File: src/rtl/fbdiv_pkg.sv
package fbdiv_pkg;

    // Prescaler length width: holds up to 33 (P+1 with P = 32)
    localparam int LEN_W = 6;

    typedef enum logic [2:0] {
        MODE_FIX1 = 3'd0,
        MODE_FIX2 = 3'd1,
        MODE_DM2  = 3'd2,
        MODE_DM4  = 3'd3,
        MODE_DM8  = 3'd4,
        MODE_DM16 = 3'd5,
        MODE_DM32 = 3'd6,
        MODE_FIX3 = 3'd7
    } presc_mode_e;

    // Base modulus P for each mode code
    function automatic logic [LEN_W-1:0] mode_base(input logic [2:0] m);
        case (m)
            MODE_FIX1: mode_base = LEN_W'(1);
            MODE_FIX2: mode_base = LEN_W'(2);
            MODE_DM2:  mode_base = LEN_W'(2);
            MODE_DM4:  mode_base = LEN_W'(4);
            MODE_DM8:  mode_base = LEN_W'(8);
            MODE_DM16: mode_base = LEN_W'(16);
            MODE_DM32: mode_base = LEN_W'(32);
            default:   mode_base = LEN_W'(3);
        endcase
    endfunction

    function automatic logic mode_dual(input logic [2:0] m);
        mode_dual = (m >= MODE_DM2) && (m <= MODE_DM32);
    endfunction

endpackage

File: src/rtl/fbdiv_presc.sv
module fbdiv_presc #(
    parameter int LEN_W = 6
) (
    input  logic             clk,
    input  logic             rst,
    input  logic [LEN_W-1:0] load_len,
    output logic             wrap
);
    typedef struct packed {
        logic [LEN_W-1:0] cnt;
    } presc_st_t;

    presc_st_t st_d, st_q;

    assign wrap = (st_q.cnt == '0);

    always_comb begin
        st_d = st_q;
        if (rst || wrap) begin
            st_d.cnt = load_len - LEN_W'(1);
        end else begin
            st_d.cnt = st_q.cnt - LEN_W'(1);
        end
    end

    always_ff @(posedge clk) begin
        st_q <= st_d;
    end

    // every prescaler cycle loaded at a wrap has a nonzero length
    p_load_nonzero_r1: assert property (@(posedge clk) disable iff (rst)
        wrap |-> (load_len != '0));

endmodule

File: src/rtl/fbdiv_seq.sv
module fbdiv_seq
    import fbdiv_pkg::*;
#(
    parameter int A_W   = 6,
    parameter int B_W   = 13,
    parameter int LEN_W = 6
) (
    input  logic             clk,
    input  logic             rst,
    input  logic             wrap,
    input  logic [2:0]       cur_mode,
    input  logic [A_W-1:0]   cur_a,
    input  logic [B_W-1:0]   cur_b,
    input  logic             cur_byp,
    input  logic [2:0]       new_mode,
    input  logic [A_W-1:0]   new_a,
    input  logic [B_W-1:0]   new_b,
    input  logic             new_byp,
    output logic             period_end,
    output logic [LEN_W-1:0] next_len
);
    typedef struct packed {
        logic [B_W-1:0] idx;
    } seq_st_t;

    seq_st_t st_d, st_q;

    logic [B_W-1:0] beff_cur;
    logic           last_cyc;
    logic           restart;

    function automatic logic [B_W-1:0] b_eff(input logic [B_W-1:0] b);
        b_eff = (b == '0) ? B_W'(1) : b;
    endfunction

    // Length of prescaler cycle number idx within a period
    function automatic logic [LEN_W-1:0] len_of(
        input logic [2:0]     m,
        input logic [A_W-1:0] a,
        input logic [B_W-1:0] b,
        input logic           byp,
        input logic [B_W-1:0] idx
    );
        logic [B_W-1:0] be;
        logic [B_W-1:0] ax;
        logic [B_W-1:0] swal;
        be   = b_eff(b);
        ax   = B_W'(a);
        swal = byp ? '0 : ((ax > be) ? be : ax);
        if (mode_dual(m) && !byp && (idx < swal)) begin
            len_of = mode_base(m) + LEN_W'(1);
        end else begin
            len_of = mode_base(m);
        end
    endfunction

    assign beff_cur   = b_eff(cur_b);
    assign last_cyc   = cur_byp || (st_q.idx == beff_cur - B_W'(1));
    assign period_end = wrap && last_cyc;
    assign restart    = rst || period_end;

    always_comb begin
        st_d = st_q;
        if (restart) begin
            st_d.idx = '0;
            next_len = len_of(new_mode, new_a, new_b, new_byp, '0);
        end else begin
            if (wrap) begin
                st_d.idx = st_q.idx + B_W'(1);
            end
            next_len = len_of(cur_mode, cur_a, cur_b, cur_byp, st_q.idx + B_W'(1));
        end
    end

    always_ff @(posedge clk) begin
        st_q <= st_d;
    end

    // the cycle index never reaches the effective B count
    p_idx_in_range_r9: assert property (@(posedge clk) disable iff (rst)
        st_q.idx < beff_cur);

    // a period boundary restarts the cycle index
    p_restart_zero_r7: assert property (@(posedge clk) disable iff (rst)
        period_end |=> (st_q.idx == '0));

endmodule

File: src/rtl/fbdiv_top.sv
module fbdiv_top
    import fbdiv_pkg::*;
#(
    parameter int A_W = 6,
    parameter int B_W = 13
) (
    input  logic           clk,
    input  logic           rst,
    input  logic [2:0]     mode_i,
    input  logic [A_W-1:0] a_i,
    input  logic [B_W-1:0] b_i,
    input  logic           bbyp_i,
    output logic           div_o
);
    localparam int L_W = fbdiv_pkg::LEN_W;

    typedef struct packed {
        logic [2:0]     mode;
        logic [A_W-1:0] a;
        logic [B_W-1:0] b;
        logic           byp;
    } cfg_t;

    cfg_t cfg_d, cfg_q;

    logic           wrap;
    logic           period_end;
    logic [L_W-1:0] next_len;

    always_comb begin
        cfg_d = cfg_q;
        if (rst || period_end) begin
            cfg_d.mode = mode_i;
            cfg_d.a    = a_i;
            cfg_d.b    = b_i;
            cfg_d.byp  = bbyp_i;
        end
    end

    always_ff @(posedge clk) begin
        cfg_q <= cfg_d;
    end

    fbdiv_presc #(
        .LEN_W (L_W)
    ) u_presc (
        .clk      (clk),
        .rst      (rst),
        .load_len (next_len),
        .wrap     (wrap)
    );

    fbdiv_seq #(
        .A_W   (A_W),
        .B_W   (B_W),
        .LEN_W (L_W)
    ) u_seq (
        .clk        (clk),
        .rst        (rst),
        .wrap       (wrap),
        .cur_mode   (cfg_q.mode),
        .cur_a      (cfg_q.a),
        .cur_b      (cfg_q.b),
        .cur_byp    (cfg_q.byp),
        .new_mode   (mode_i),
        .new_a      (a_i),
        .new_b      (b_i),
        .new_byp    (bbyp_i),
        .period_end (period_end),
        .next_len   (next_len)
    );

    assign div_o = period_end && !rst;

    // the captured configuration only moves at a period boundary
    p_cfg_hold_r6: assert property (@(posedge clk) disable iff (rst)
        !period_end |=> $stable(cfg_q));

    // an output pulse always coincides with a prescaler wrap
    p_out_on_wrap_r5: assert property (@(posedge clk) disable iff (rst)
        div_o |-> wrap);

    // with bypass, every prescaler wrap ends a period
    p_byp_each_wrap_r4: assert property (@(posedge clk) disable iff (rst)
        (cfg_q.byp && wrap) |-> div_o);

    // output stays low while reset is held
    p_low_in_reset_r7: assert property (@(posedge clk)
        rst |-> !div_o);

endmodule

File: config.mk
export PLATFORM = sky130hd
export DESIGN_NAME = fbdiv_top
export DESIGN_NICKNAME = d
export VERILOG_FILES = /design/src/rtl/fbdiv_pkg.sv /design/src/rtl/fbdiv_presc.sv /design/src/rtl/fbdiv_seq.sv /design/src/rtl/fbdiv_top.sv
export SDC_FILE = /design/constraint.sdc
export NUM_CORES = 1
export LEC_CHECK = 0
export CAP_MARGIN = 20
export CELL_PAD_IN_SITES_DETAIL_PLACEMENT = 1
export CELL_PAD_IN_SITES_GLOBAL_PLACEMENT = 1
export CORE_AREA = 3 3 86 88
export DETAILED_ROUTE_END_ITERATION = 12
export DIE_AREA = 0 0 89 91
export MAX_ROUTING_LAYER = met4
export PLACE_DENSITY_LB_ADDON = 0.12
export SYNTH_ARGS = -nofsm -noshare
export SYNTH_HDL_FRONTEND = slang
export SYNTH_SLANG_ARGS = --single-unit
File: constraint.sdc
create_clock -name clk -period 16.2 [get_ports clk]
set_input_delay 3.24 -clock clk [delete_from_list [all_inputs] [get_ports clk]]
set_output_delay 3.24 -clock clk [all_outputs]
set_load 0.005 [all_outputs]
Word level (Yosys, flattened, before mapping)
Index checks and enable logic that the tools add are counted. W data, S select, Z words.

Add/subtract/negate cells: 6. Magnitude comparators: 8. Equal/unequal tests: 13. Mux-type cells: 16. Reductions and logical operators: 21.

Operators with widths (count): $mux W13 (6); $pmux W6 S6 (2); $mux W6 (8); $gt A6 B13 Y1 (2); $logic_not A13 Y1 (2); $eq A3 B3 Y1 const B (6); $add A13 B1 Y13 const B (1); $eq A13 B13 Y1 (1); $lt A1 B13 Y1 const A (1); $lt A13 B13 Y1 (1); $sub A13 B1 Y13 const B (1); $add A6 B1 Y6 const B (2); $eq A3 B2 Y1 const B (4); $sub A6 B1 Y6 const B (2); $logic_and A1 B1 Y1 (8); $eq A3 B1 Y1 const B (2); $ge A3 B2 Y1 const B (2); $le A3 B3 Y1 const B (2); $logic_not A3 Y1 (2); $logic_not A6 Y1 (1); $reduce_or A2 Y1 (2); $logic_not A1 Y1 (3); $logic_or A1 B1 Y1 (3).

Register bits after elaboration: 42. Word-level logic and storage cells: 70.

Depth between registers and ports, before layout
Word-level depth: 14. Depth in mapped cells: 24. Gate-level depth less buffers: 22.

Cells and area by module
From an unflattened synthesis, not the netlist that was laid out.

Cell total of the unflattened synthesis: 356. Area, all modules: 3294.4 µm².

Modules (own cells, without submodules): fbdiv_seq (times used 1, cells an instance 289, area each 2208.4 µm², seq. area each 260.2 µm²); fbdiv_top (times used 1, cells an instance 25, area each 703.2 µm², seq. area each 690.7 µm²); fbdiv_presc (times used 1, cells an instance 42, area each 382.9 µm², seq. area each 120.1 µm²).

Least setup slack after synthesis
OpenSTA, ideal clock, no wires.

Kind: input-to-output. From: input port rst. To: output port div_o. Data arrival time: 3.444 ns. Required time: 12.960 ns. Path slack: 9.516 ns. Cell stages on the path: 1. Path buffers: 0. Cells stage by stage: nor3_1.

Longest elaborated chain between the ends: 2.

RTL lines: start, declared (RTL line fbdiv_top.sv:8) `input logic rst,`; $logic_not A1 Y1 (RTL line fbdiv_top.sv:73) `assign div_o = period_end && !rst;`; $logic_and A1 B1 Y1 (RTL line fbdiv_top.sv:73); end, declared (RTL line fbdiv_top.sv:13) `output logic div_o`.

Every way passes these cells.

Final worst setup path
From: register cfg_q[9] in the netlist's numbering. To: output port div_o.

Longest elaborated chain between the ends: 7.

RTL lines: start, declared (RTL line fbdiv_top.sv:24) `cfg_t cfg_d, cfg_q;`; start signal, assigned (RTL line fbdiv_top.sv:41) `cfg_q <= cfg_d;`; $logic_not A13 Y1 (RTL line fbdiv_seq.sv:33) `b_eff = (b == '0) ? B_W'(1) : b;`; $mux W13 * (RTL line fbdiv_seq.sv:33); $sub A13 B1 Y13 * (RTL line fbdiv_seq.sv:58) `assign last_cyc = cur_byp || (st_q.idx == beff_cur - B_W'(1));`; $eq A13 B13 Y1 * (RTL line fbdiv_seq.sv:58); $logic_or A1 B1 Y1 * (RTL line fbdiv_seq.sv:58); $logic_and A1 B1 Y1 * (RTL line fbdiv_seq.sv:59) `assign period_end = wrap && last_cyc;`; $logic_and A1 B1 Y1 * (RTL line fbdiv_top.sv:73).

Mark *: on every way between the ends. The rest lies on a longest branch, timed or not.

==> flow_summary.yaml <==
cts:
  cts_tree: "built"
  cts_buffer_depth: 2
  clkSlewWorstSetupHoldPaths_ns: 0.09
  cts_setup_buffers: 0
  cts_resized: 0
  h-tree-depth: 2
  cts_made_buffers: 5
  clock-sinks: 42
  clock-root-buffer: "clkbuf_8"
  clock_latency_ns: 0.30
  cts_hold_buf: 0
logic_synthesis:
  synth_edf_count: 23
  synthDistinctLibCells: 68
  synthesis.area_um2: 3260
  synth_compound_area_frac: 0.174
  ys_ff_latch: 42
  yosys-top-cells-area: "edfxtp_1 21%, dfxtp_1 12%, ha_1 11%, xor2_1 5.6%, xnor2_1 5.4%"
  synth_top_area_frac: 0.212
  synth-simple-area-share: 0.227
  async_flop_share: 0
  synthCells: 369
  yosys.area_share.adder: 0.111
  yosysWarningCount: 0
  yosysTopAreaCell: "edfxtp_1"
  ys.flop_type: "edfxtp_1"
  synthMuxAreaShare: 0.00615
  synth_top_family_by_area: "simple AND/OR/NAND/NOR gates"
  avgSynthCellArea_um2: 8.83
  synth_xor_area_frac: 0.110
  yosysSeqAreaShare: 0.329
pwr:
  p_switching_uw: 92.1
  clock_power_share: 0.263
  power.internal_uw: 191
  p_seq_frac: 0.483
  power.leakage_nw: 1.47
  switching_share: 0.325
  pwr-share-comb: 0.254
  ir_drop_mv: 0.0336
  p_per_area_nw_per_um2: 77.2
place:
  io_buffers: 25
  hpwl_um: 6480
  gp_congestion: 0.824
worst_setup_path:
  start_kind: "flip-flop"
  path_max_fanout: 8
  cp.arrival_ns: 4.64
  startpoint: "cfg_q[9]"
  worstReg2RegStart: "cfg_q[9]"
  cp-end-kind: "primary output"
  worstSetupPathType: "reg2out"
  required_ns: 12.96
cells_and_area:
  layout_common_cells: "39 x nor2_1, 29 x nand2_1, 29 x ha_1, 25 x clkdlybuf4s50_1, 23 x edfxtp_1"
  syn2layout_area_growth_pct: 12.6
  drive_gt1_frac: 0.0685
  multi_input_area_um2: 2070
  fillers: 802
  layout_commonest_cell: "nor2_1"
  regArea_um2: 1070
  final_nets: 447
  antennaDiodeCount: 0
grt:
  grt_max_degree: 42
  antenna_found_initial: 0
  grt_pass1_vias: 2898
  grt_use_total: 0.227
  grt_first_pass_wirelength_um: 14200
  grt_remaining_overflow: 0
min_path:
  hp-start: "u_seq.st_q[1]"
  hold_path_class: "reg2reg"
die:
  start_util: 0.485
  num_io_pins: 26
  die_x_um: 89
  die_h_um: 91
  rows: 30
  dieArea_um2: 8100
  core_area_um2: 6720
sta:
  hold_slack_ns: 0.532
  skew_ns: 0.00999
  period_share: 0.487
  worst_pin_slew_ns: 0.828
  slew_viol_final: 0
  setup_viol: 0
  rsz0062_at_grt: "no"
  fin_crit_ns: 7.88
  slew_headroom: 0.445
  final_hold_viol_count: 0
  fmax_mhz: 127
  fin_tns_setup_ns: 0
route:
  wl_per_cell_um: 17.6
  viasPerCell: 5.86
  first_pass_iters: 6
  wl_um: 8330
  num_vias: 2779
  antenna_left: 0
  drc: 0
  drtIter0Drc: 74
outcome:
  outcome: "finished, final reports clean"
flow_run:
  max_cap_violations: 0
## registers in the layout, indices dropped and copies added (netlist names)
name / flops
cfg_q: 23
u_presc.st_q: 6
u_seq.st_q: 13
## per-layer routing
metal	vias up	wire, um	GRT usage
met5	-	0	-
met4	0	125	0.0496
met3	11	158	0.0299
met2	27	4160	0.374
met1	1356	3890	0.295
li1	1385	-	-
## critical path, stage by stage (launching register included)
cell             delay [ns]
edfxtp_1               0.48
or4_1                  0.74
nor4b_1                0.62
or2_2                  0.23
inv_1                  0.05
ha_1                   0.26
nor2b_1                0.16
or3_1                  0.34
a31o_2                 0.24
nor4_2                 0.22
a41oi_2                0.26
nor3_1                 0.21
clkdlybuf4s50_1        0.53
## layout make-up
class                      instances  area share
clock buffer                       6      0.0225
sequential                        42       0.292
timing repair buffer              25      0.0682
clock inverter                     2     0.00341
multi-input combinational        300       0.566
inverter                          19      0.0208
tap                               80      0.0273
## cells in the mapped netlist, drive strengths merged (2+ instances only)
master	instances
a22oi	2
nor3	10
a211o	2
o2111ai	2
and2	4
mux2i	2
nor2	40
a311oi	2
nor4	6
nand3	12
a41oi	2
dfxtp	19
nand2b	2
or4	3
inv	18
nand4	7
o21ai	12
nand2	30
or2	8
and3	6
clkbuf	11
a211oi	3
edfxtp	23
o22a	2
o41ai	2
nor2b	5
xnor2	20
a31oi	3
ha	29
xor2	21
o21a	4
o22ai	2
nor4b	2
or3	3
a21oi	19
o211ai	5
buf	3
## path summary, 6_finish.rpt
| check | endpoint | slack [ns] | cells past startpoint |
|---|---|---|---|
| hold / removal | u_seq.st_q[1] | 0.53 | 2 |
| setup / recovery | div_o | 8.32 | 12 |
| setup reg to reg | u_presc.st_q[4] | 9.93 | 20 |
| hold reg to reg | u_seq.st_q[1] | 0.53 | 2 |
## through the flow
stage               instance area [um^2]   util  worst slack, ns  instances  total power, mW
floorplan                           3280      -             9.52        375            0.186
CTS                                 3670  0.546             8.30        474            0.285
detailed placement                  3570  0.532             8.44        466            0.210
finish                              3670  0.546             8.32        474            0.283
global placement                    3570  0.532             8.47        466            0.207
global route                        3670  0.546             8.04        474            0.300
## logic make-up after synthesis
group / after synthesis
and+or+nand+nor: 144
AOI/OAI and AO/OA: 77
DFF: 42
xor gates and xnor gates: 41
buffers and inverters: 33
adders and majority gates: 29
muxes: 2
other: 1
## power by group through the flow
stage                     Clock, mW  Sequential [mW]  Combinational (mW)
after global routing         0.0803            0.139              0.0812
after global placement            0            0.138              0.0688
after detailed placement          0            0.139              0.0714
final                        0.0745            0.137              0.0719
after CTS                    0.0756            0.137              0.0724
after floorplan                   0            0.135              0.0513
(Power assumes the default switching activity.)
